$ cat src/rtl/tok_pkg.sv
package tok_pkg;

    localparam logic [2:0] RSP_ACK        = 3'd0;
    localparam logic [2:0] RSP_ACK_OWNER  = 3'd1;
    localparam logic [2:0] RSP_DATA_SHRD  = 3'd2;
    localparam logic [2:0] RSP_DATA_OWNER = 3'd3;

    typedef enum logic [2:0] {
        EV_NONE        = 3'd0,
        EV_DATA_ALL    = 3'd1,
        EV_OWNACK_ALL  = 3'd2,
        EV_ACK_ALL     = 3'd3,
        EV_DATA_OWNER  = 3'd4,
        EV_TOKENS      = 3'd5,
        EV_ACK_OWNER   = 3'd6,
        EV_REJECT      = 3'd7
    } tok_evt_e;

    typedef struct packed {
        tok_evt_e code;
        logic     illegal;
        logic     overflow;
        logic     accept;
    } tok_verdict_t;

    function automatic logic type_is_legal(input logic [2:0] t);
        return (t == RSP_ACK) || (t == RSP_ACK_OWNER) ||
               (t == RSP_DATA_SHRD) || (t == RSP_DATA_OWNER);
    endfunction

    function automatic tok_evt_e full_event(input logic [2:0] t);
        tok_evt_e e;
        case (t)
            RSP_DATA_OWNER, RSP_DATA_SHRD: e = EV_DATA_ALL;
            RSP_ACK_OWNER:                 e = EV_OWNACK_ALL;
            default:                       e = EV_ACK_ALL;
        endcase
        return e;
    endfunction

    function automatic tok_evt_e partial_event(input logic [2:0] t);
        tok_evt_e e;
        case (t)
            RSP_DATA_OWNER: e = EV_DATA_OWNER;
            RSP_ACK_OWNER:  e = EV_ACK_OWNER;
            default:        e = EV_TOKENS;
        endcase
        return e;
    endfunction

endpackage

$ cat src/rtl/tok_count_table.sv
module tok_count_table
    import tok_pkg::*;
#(
    parameter int MAX_TOKENS = 16,
    parameter int NUM_LINES  = 8,
    parameter int TOK_W      = $clog2(MAX_TOKENS + 1),
    parameter int IDX_W      = $clog2(NUM_LINES)
) (
    input  logic             clk,
    input  logic             rst,
    input  logic [IDX_W-1:0] rd_a_idx,
    output logic [TOK_W-1:0] rd_a_val,
    input  logic [IDX_W-1:0] rd_b_idx,
    output logic [TOK_W-1:0] rd_b_val,
    input  logic             wr_en,
    input  logic [IDX_W-1:0] wr_idx,
    input  logic [TOK_W-1:0] wr_val
);

    localparam logic [TOK_W-1:0] FULL = TOK_W'(MAX_TOKENS);

    logic [TOK_W-1:0] cnt_q [NUM_LINES];

    for (genvar g = 0; g < NUM_LINES; g++) begin : g_line
        always_ff @(posedge clk) begin
            if (rst) begin
                cnt_q[g] <= FULL;
            end else if (wr_en && (wr_idx == IDX_W'(g))) begin
                cnt_q[g] <= wr_val;
            end
        end
    end

    always_comb begin
        rd_a_val = cnt_q[rd_a_idx];
        rd_b_val = cnt_q[rd_b_idx];
    end

endmodule

$ cat src/rtl/tok_event_decode.sv
module tok_event_decode
    import tok_pkg::*;
#(
    parameter int MAX_TOKENS = 16,
    parameter int TOK_W      = $clog2(MAX_TOKENS + 1)
) (
    input  logic [2:0]       rsp_type,
    input  logic [TOK_W-1:0] stored,
    input  logic [TOK_W-1:0] incoming,
    output tok_verdict_t     verdict,
    output logic [TOK_W-1:0] sum
);

    localparam logic [TOK_W:0] TOTAL = (TOK_W + 1)'(MAX_TOKENS);

    logic [TOK_W:0] sum_w;
    logic           bad_msg;

    always_comb begin
        sum_w   = {1'b0, stored} + {1'b0, incoming};
        sum     = sum_w[TOK_W-1:0];
        bad_msg = !type_is_legal(rsp_type) || (incoming == '0);

        verdict.illegal  = bad_msg;
        verdict.overflow = !bad_msg && (sum_w > TOTAL);
        verdict.accept   = !bad_msg && (sum_w <= TOTAL);

        if (!verdict.accept) begin
            verdict.code = EV_REJECT;
        end else if (sum_w == TOTAL) begin
            verdict.code = full_event(rsp_type);
        end else begin
            verdict.code = partial_event(rsp_type);
        end
    end

endmodule

$ cat src/rtl/tok_resp_classifier.sv
module tok_resp_classifier
    import tok_pkg::*;
#(
    parameter int MAX_TOKENS = 16,
    parameter int NUM_LINES  = 8,
    localparam int TOK_W     = $clog2(MAX_TOKENS + 1),
    localparam int IDX_W     = $clog2(NUM_LINES)
) (
    input  logic             clk,
    input  logic             rst,
    input  logic             rsp_valid,
    output logic             rsp_ready,
    input  logic [2:0]       rsp_type,
    input  logic [IDX_W-1:0] rsp_line,
    input  logic [TOK_W-1:0] rsp_tokens,
    input  logic             send_req,
    input  logic [IDX_W-1:0] send_line,
    output logic             evt_valid,
    output logic [2:0]       evt_code,
    output logic [IDX_W-1:0] evt_line,
    output logic             illegal_err,
    output logic             overflow_err,
    output logic             send_valid,
    output logic [TOK_W-1:0] send_count
);

    logic             take_rsp;
    logic [TOK_W-1:0] rsp_stored;
    logic [TOK_W-1:0] send_stored;
    logic [TOK_W-1:0] new_sum;
    tok_verdict_t     verdict;
    logic             send_fire;
    logic             wr_en;
    logic [IDX_W-1:0] wr_idx;
    logic [TOK_W-1:0] wr_val;

    assign rsp_ready = !send_req;
    assign take_rsp  = rsp_valid && rsp_ready;
    assign send_fire = send_req && (send_stored != '0);

    tok_count_table #(
        .MAX_TOKENS (MAX_TOKENS),
        .NUM_LINES  (NUM_LINES),
        .TOK_W      (TOK_W),
        .IDX_W      (IDX_W)
    ) u_table (
        .clk      (clk),
        .rst      (rst),
        .rd_a_idx (rsp_line),
        .rd_a_val (rsp_stored),
        .rd_b_idx (send_line),
        .rd_b_val (send_stored),
        .wr_en    (wr_en),
        .wr_idx   (wr_idx),
        .wr_val   (wr_val)
    );

    tok_event_decode #(
        .MAX_TOKENS (MAX_TOKENS),
        .TOK_W      (TOK_W)
    ) u_decode (
        .rsp_type (rsp_type),
        .stored   (rsp_stored),
        .incoming (rsp_tokens),
        .verdict  (verdict),
        .sum      (new_sum)
    );

    always_comb begin
        wr_en  = 1'b0;
        wr_idx = rsp_line;
        wr_val = new_sum;
        if (send_fire) begin
            wr_en  = 1'b1;
            wr_idx = send_line;
            wr_val = '0;
        end else if (take_rsp && verdict.accept) begin
            wr_en  = 1'b1;
        end
    end

    always_ff @(posedge clk) begin
        if (rst) begin
            evt_valid    <= 1'b0;
            evt_code     <= EV_NONE;
            evt_line     <= '0;
            illegal_err  <= 1'b0;
            overflow_err <= 1'b0;
            send_valid   <= 1'b0;
            send_count   <= '0;
        end else begin
            evt_valid    <= take_rsp;
            evt_code     <= take_rsp ? verdict.code : EV_NONE;
            if (take_rsp) begin
                evt_line <= rsp_line;
            end
            illegal_err  <= take_rsp && verdict.illegal;
            overflow_err <= overflow_err || (take_rsp && verdict.overflow);
            send_valid   <= send_fire;
            send_count   <= send_fire ? send_stored : '0;
        end
    end

endmodule

$ cat config.mk
export PLATFORM = sky130hd
export DESIGN_NAME = tok_resp_classifier
export DESIGN_NICKNAME = d
export VERILOG_FILES = /design/src/rtl/tok_pkg.sv /design/src/rtl/tok_count_table.sv /design/src/rtl/tok_event_decode.sv /design/src/rtl/tok_resp_classifier.sv
export SDC_FILE = /design/constraint.sdc
export NUM_CORES = 1
export LEC_CHECK = 0
export ABC_AREA = 1
export ABC_CLOCK_PERIOD_IN_PS = 9100
export BUFFER_PORTS_ARGS = -buffer_cell sky130_fd_sc_hd__buf_2
export CAP_MARGIN = 20
export CORE_ASPECT_RATIO = 1.75
export CORE_MARGIN = 4
export CORE_UTILIZATION = 30
export CTS_CLUSTER_SIZE = 8
export DETAILED_ROUTE_END_ITERATION = 8
export GPL_ROUTABILITY_DRIVEN = 0
export GPL_TIMING_DRIVEN = 1
export PLACE_DENSITY = 0.58
export SETUP_SLACK_MARGIN = 0.02
export SLEW_MARGIN = 10
export SYNTH_ARGS = -nofsm -noshare
export SYNTH_HDL_FRONTEND = slang
export SYNTH_SLANG_ARGS = --single-unit
$ cat constraint.sdc
create_clock -name clk -period 9.1 [get_ports clk]
set_clock_uncertainty 0.15 [all_clocks]
set_input_delay 0.455 -clock clk [delete_from_list [all_inputs] [get_ports clk]]
set_output_delay 0.455 -clock clk [all_outputs]
set_load 0.05 [all_outputs]
==> results of run 1 <==
[state kept, by name (all words and copies together) (netlist names)]
register and cells:
u_table.cnt_q 40, send_count 5, evt_code 3, evt_line 3
evt_valid 1, illegal_err 1, overflow_err 1, send_valid 1
[per-stage QoR]
step / power (mW) / hold slack [ps] / util [%]
after global placement: 0.429 / 317 / 33.1
after floorplan: 0.392 / 377 / -
after detailed placement: 0.430 / 319 / 33.1
after CTS: 0.635 / 222 / 34.6
final: 0.635 / 220 / 34.6
after global routing: 0.658 / 242 / 34.6
[cells by family (layout without fill, tap and decap cells)]
family          count (synthesis)  count (layout)  share of synthesized area [%]
fa+ha+maj                       6               6                           2.48
flops                          55              55                           45.1
simple gates                  215             215                           31.8
compound gates                 65              65                           10.8
buf+inv                        72              99                           9.33
xor+xnor                        2               2                          0.527
[cell usage in the layout, fill, tap and decap left out, drive strengths merged, types with 6 or more instances in the layout]
cell type	n
nand3	47
a21oi	26
edfxtp	40
buf	33
o21ai	27
nand2	98
nand4	8
dfxtp	15
a31oi	6
nor2	58
inv	58
[area by class of cell]
type                       instances  share of cell area (%)
multi-input combinational        288                    40.7
sequential                        55                    40.4
inverter                          58                    5.99
timing repair buffer              33                    4.44
tap                              130                    4.37
clock buffer                       5                    3.36
clock inverter                     3                   0.774
[final timing paths]
check	endpoint	slack, ps	cells past startpoint
setup reg to reg	u_table.cnt_q[4][4]$_SDFFCE_PN1P_	5030	16
setup / recovery	u_table.cnt_q[4][4]$_SDFFCE_PN1P_	4450	18
hold / removal	overflow_err$_SDFF_PP0_	220	2
hold reg to reg	overflow_err$_SDFF_PP0_	330	2
[report_power, final]
| group | internal (mW) | switching, mW | leakage, nW |
|---|---|---|---|
| Sequential | 0.281 | 0.00459 | 0.517 |
| Clock | 0.106 | 0.102 | 0.0767 |
| Combinational | 0.0364 | 0.104 | 1.04 |
| Total | 0.424 | 0.211 | 1.64 |
[routing by layer]
| layer | track usage, % | vias to the layer above | part of all wire (%) |
|---|---|---|---|
| met5 | 0 | - | 0 |
| met4 | 8.14 | 0 | 5.0 |
| met3 | 1.23 | 28 | 3.6 |
| met2 | 28.5 | 98 | 56 |
| met1 | 15.1 | 1355 | 35 |
| li1 | - | 1431 | - |
==> flow_summary.json, run 1 <==
{
  "outcome": "completed",
  "syn_inst": 415,
  "wire_per_inst_microns": 16.5,
  "cts_hold_buf": 0,
  "cp_top_family": "simple AND/OR/NAND/NOR gates",
  "register_area_sq_um": 1500,
  "numCtsBuffers": 5,
  "n_antenna_cell": 0,
  "r2r-start": "u_table.cnt_q[4][0]$_SDFFCE_PN0P_",
  "hold_viol": 0,
  "avgViaCountPerCell": 5.09,
  "drc": 0,
  "post-place-cells": 564,
  "grt_pass1_wl_mm": 14.6,
  "critical_path.max_stage_delay_ps": 510,
  "worstPathRequired_ps": 8910,
  "grt_use_total_pct": 14.9,
  "cts_sinks": 55,
  "synth-seq-cells": 55,
  "yosysSeqAreaShare_pct": 45.1,
  "critPathSlowestCell": "clkinv_1",
  "worst_hold_path_type": "input pin to register",
  "path_cells": "buf_2, clkinv_1, nand2_1, o21ai_0, a221oi_1, a31oi_1, ha_1, fa_1, or2_2, nor2_1, nand3_1, nand2_1, nand2_1, nor3_1, nor2_4, inv_1, nand2_1, o21ai_1",
  "grt_start_max_net_pins": 28,
  "arrival_ps": 4460,
  "fp.coreArea_sq_um": 10800,
  "drt_pass1_iterations": 5,
  "post_dp_cell_area_sq_um": 3570,
  "worst_pin_slew_ps": 819,
  "postCtsResizedCells": 0,
  "final_area_sq_um": 3720,
  "setup-violations-final": 0,
  "fillers": 1100,
  "fp.dieH_microns": 147,
  "start_kind": "input pin",
  "start_util_pct": 30.9,
  "rsz0062_at_grt": "false",
  "path_buf_inv": 3,
  "post-synth-top-count-cell": "nand2_1",
  "synth_top_area_share_pct": 36.1,
  "clock-root-buffer": "clkbuf_16",
  "drt-initial-drc-count": 168,
  "ys.warnings.count": 0,
  "fin_crit_ps": 4650,
  "avgSynthCellArea_sq_um": 8.01,
  "tns_ps": 0,
  "max-vdd-ir-drop_mv": 0.0859,
  "slew_headroom_pct": 45.1,
  "dp.final_hpwl_mm": 7.51,
  "cpMostUsedCell": "nand2_1",
  "grt.overflow.total": 0,
  "cap_violations": 0,
  "num_rows": 50,
  "pin_count": 34,
  "worstSetupEndpointType": "register",
  "critPathLaunch": "rsp_line[0]",
  "synth_fp_nets": 439,
  "io_buffers": 33,
  "fmax_mhz": 215,
  "synth-edff-count": 40,
  "synth_cell_types": 32,
  "synthesis.area_sq_um": 3330,
  "cts_setup_buffers": 0,
  "wl_mm": 9.41,
  "cts_tree": "yes",
  "antenna_found_initial": 0,
  "cts.path.max_buffers": 2,
  "postRouteAntennaNets": 0,
  "drv_slew": 0,
  "vias": 2912,
  "grt_pass1_vias": 2771,
  "nNetsFinal": 465,
  "clock_latency_ps": 310,
  "crit_type": "input pin to register",
  "synth_top_cell_by_area": "edfxtp_1",
  "ys_dominant_reg_cell": "edfxtp_1",
  "async_reset_ff_share_pct": 0,
  "powerDensity_nw_per_um2": 171,
  "worst_slack_ps": 4450,
  "fin_crit_sh_pct": 51.1,
  "post-place-ws_ps": 4150,
  "min-delay-start": "rst",
  "cts.clk_slew.worst_paths_ps": 80,
  "p_leak_nw": 1.64,
  "fin_cells": 572,
  "h-tree-depth": 2,
  "synth_commonest_cells": "nand2_1 (86), inv_1 (52), nor2_1 (50)",
  "final_layout_size_suffix_gt1_share_pct": 17.0,
  "dieArea_sq_um": 12900,
  "die_x_microns": 87.6,
  "synth_area_leaders": "edfxtp_1 (36%), nand2_1 (9.7%), dfxtp_1 (9.0%)",
  "area_growth_pct": 11.9,
  "path_max_fanout": 25,
  "multi_input_area_sq_um": 1510
}
Note: power is estimated with default switching activity, not from simulation.
==> inputs of run 2 (changes only) <==
- ABC_CLOCK_PERIOD_IN_PS: 9100 -> 4100
- PLACE_DENSITY: 0.58 -> 0.6
- clock period: 9.1 -> 4.1 ns (I/O delays scaled with it)
==> flow_summary.json, run 2 (same netlist as run 1, synthesis figures left out) <==
{
  "powerDensity_nw_per_um2": 362,
  "p_sw_uw": 458,
  "rsz0062_at_grt": "false",
  "final_cell_mix": "nand2_1 (84), inv_1 (52), nor2_1 (50), edfxtp_1 (40), nand3_1 (38)",
  "grt_pass1_wl_mm": 14.6,
  "clock-root-buffer": "clkbuf_16",
  "fin_cells": 579,
  "cts.path.max_buffers": 2,
  "start_kind": "register",
  "drc": 0,
  "path_max_fanout": 5,
  "sequentialPowerShare_pct": 45.2,
  "worst_slack_ps": 323,
  "cts_sinks": 55,
  "intPower_uw": 944,
  "area_growth_pct": 16.4,
  "post-place-cells": 570,
  "max-vdd-ir-drop_mv": 0.181,
  "min-delay-start": "rsp_type[1]",
  "cp_top_family": "compound AO/OA/AOI/OAI gates",
  "tns_ps": 0,
  "timing.rr.end": "u_table.cnt_q[2][2]$_SDFFCE_PN0P_",
  "num_rows": 50,
  "start_util_pct": 30.9,
  "worst_pin_slew_ps": 1200,
  "final_common_cell": "nand2_1",
  "grt_use_total_pct": 14.9,
  "post-place-ws_ps": 2.16,
  "clock_latency_ps": 300,
  "fillers": 1102,
  "top_regs": "u_table.cnt_q x40, send_count x5",
  "path_buf_inv": 3,
  "cts_tree": "yes",
  "wire_per_inst_microns": 16.3,
  "p_leak_nw": 1.68,
  "numCtsBuffers": 5,
  "n_antenna_cell": 0,
  "reg2reg_depth": 16,
  "fp.coreArea_sq_um": 10800,
  "total_power_mw": 1.40,
  "cap_violations": 0,
  "io_buffers": 33,
  "critical_path.max_stage_delay_ps": 490,
  "combPwrFrac_pct": 23.9,
  "dieArea_sq_um": 12900,
  "avgViaCountPerCell": 5.14,
  "h-tree-depth": 2,
  "min_path_cells": 4,
  "drt-initial-drc-count": 187,
  "postRouteAntennaNets": 0,
  "vias": 2975,
  "grt_start_max_net_pins": 28,
  "fin_crit_sh_pct": 92.1,
  "arrival_ps": 3610,
  "fp.dieH_microns": 147,
  "slew_headroom_pct": 19.4,
  "r2r-start": "u_table.cnt_q[4][1]$_SDFFCE_PN0P_",
  "nNetsFinal": 472,
  "drv_slew": 0,
  "final_layout_size_suffix_gt1_share_pct": 20.5,
  "p_sw_share_pct": 32.7,
  "path_cells": "inv_1, o21ai_0, a221oi_1, a31oi_1, fa_1, or2_2, nor2_1, nand3_1, nand2_1, nand2_1, nor3_2, buf_4, nor2_4, inv_1, nand2_2, o21ai_4",
  "holdPathEnd": "evt_code[1]$_SDFF_PP0_",
  "post-route-util_pct": 36.0,
  "post_dp_cell_area_sq_um": 3610,
  "hold_viol": 0,
  "grt_pass1_vias": 2866,
  "cts.clk_slew.worst_paths_ps": 70,
  "clkPwrFrac_pct": 30.9,
  "fmax_mhz": 265,
  "fin_crit_ps": 3780,
  "die_x_microns": 87.6,
  "r2r_slack_ps": 320,
  "final_area_sq_um": 3870,
  "outcome": "completed",
  "critPathSlowestCell": "fa_1",
  "worstSetupEndpointType": "register",
  "drt_pass1_iterations": 5,
  "timing.hold.ws_ps": 53.1,
  "dp.final_hpwl_mm": 7.47,
  "cts_setup_buffers": 0,
  "antenna_found_initial": 0,
  "wl_mm": 9.45,
  "setup-violations-final": 0,
  "largest_reg_flops": 40,
  "worst_hold_path_type": "input pin to register",
  "regMostFlops": "u_table.cnt_q",
  "crit_type": "register to register",
  "worstPathRequired_ps": 3930,
  "grt.overflow.total": 0,
  "pin_count": 34
}
[run 2: cell types whose count changed in the layout (fill, tap and decap cells not counted), sizes merged]
cell         change
inv              -2
dlygate4sd3      +1
clkbuf           +1
clkinvlp         +1
buf              +6
[run 2: timing repair]
item                                    CTS  global route
endpoints found under the setup margin    0            40
hold endpoints to repair                  2             0
resized for setup                         0            20
hold buffers                              1             0
[run 2: power groups by stage]
stage	logic [mW]	registers (mW)	clock network, mW
6_report	0.335	0.633	0.434
5_1_grt	0.365	0.636	0.455
4_1_cts	0.316	0.633	0.434
3_5_place_dp	0.314	0.646	0
3_3_place_gp	0.312	0.645	0
2_1_floorplan	0.198	0.672	0
[run 2: cell type report]
cell class,count,area (sq um),area share [%]
clock buffers,6,129,3.33
multi-input cells,288,1620,41.8
well taps,130,163,4.20
flip-flops and latches,55,1500,38.8
repair buffers,40,220,5.69
clock inverters,2,16.3,0.420
inverters,58,223,5.75
[run 2: how the worst max path moves through the flow]
stage                     slack (ps)                              start                                 to  cells past startpoint
after floorplan                  260                        rsp_line[0]  u_table.cnt_q[0][0]$_SDFFCE_PN0P_                     18
after detailed placement           2                        rsp_line[1]  u_table.cnt_q[3][2]$_SDFFCE_PN0P_                     16
after global placement            60                        rsp_line[1]  u_table.cnt_q[5][1]$_SDFFCE_PN0P_                     16
after CTS                         90  u_table.cnt_q[4][0]$_SDFFCE_PN0P_  u_table.cnt_q[3][3]$_SDFFCE_PN0P_                     18
after global routing              30  u_table.cnt_q[4][0]$_SDFFCE_PN0P_  u_table.cnt_q[5][4]$_SDFFCE_PN1P_                     18
final                            320  u_table.cnt_q[4][1]$_SDFFCE_PN0P_  u_table.cnt_q[2][2]$_SDFFCE_PN0P_                     16
[run 2: worst reg2reg max path, stage by stage, from the launching register on]
cell and delay, ps:
edfxtp_1 330, inv_1 50, o21ai_0 370, a221oi_1 170, a31oi_1 310, fa_1 490
or2_2 310, nor2_1 110, nand3_1 100, nand2_1 70, nand2_1 80, nor3_2 170
buf_4 160, nor2_4 60, inv_1 110, nand2_2 170, o21ai_4 250
[run 2: routing by layer]
layer,global-route usage [%],vias to the layer above,wire (microns)
li1,-,1440,-
met1,14.4,1385,3230
met2,28.9,120,5280
met3,1.29,30,394
met4,8.76,0,544
met5,0,-,0
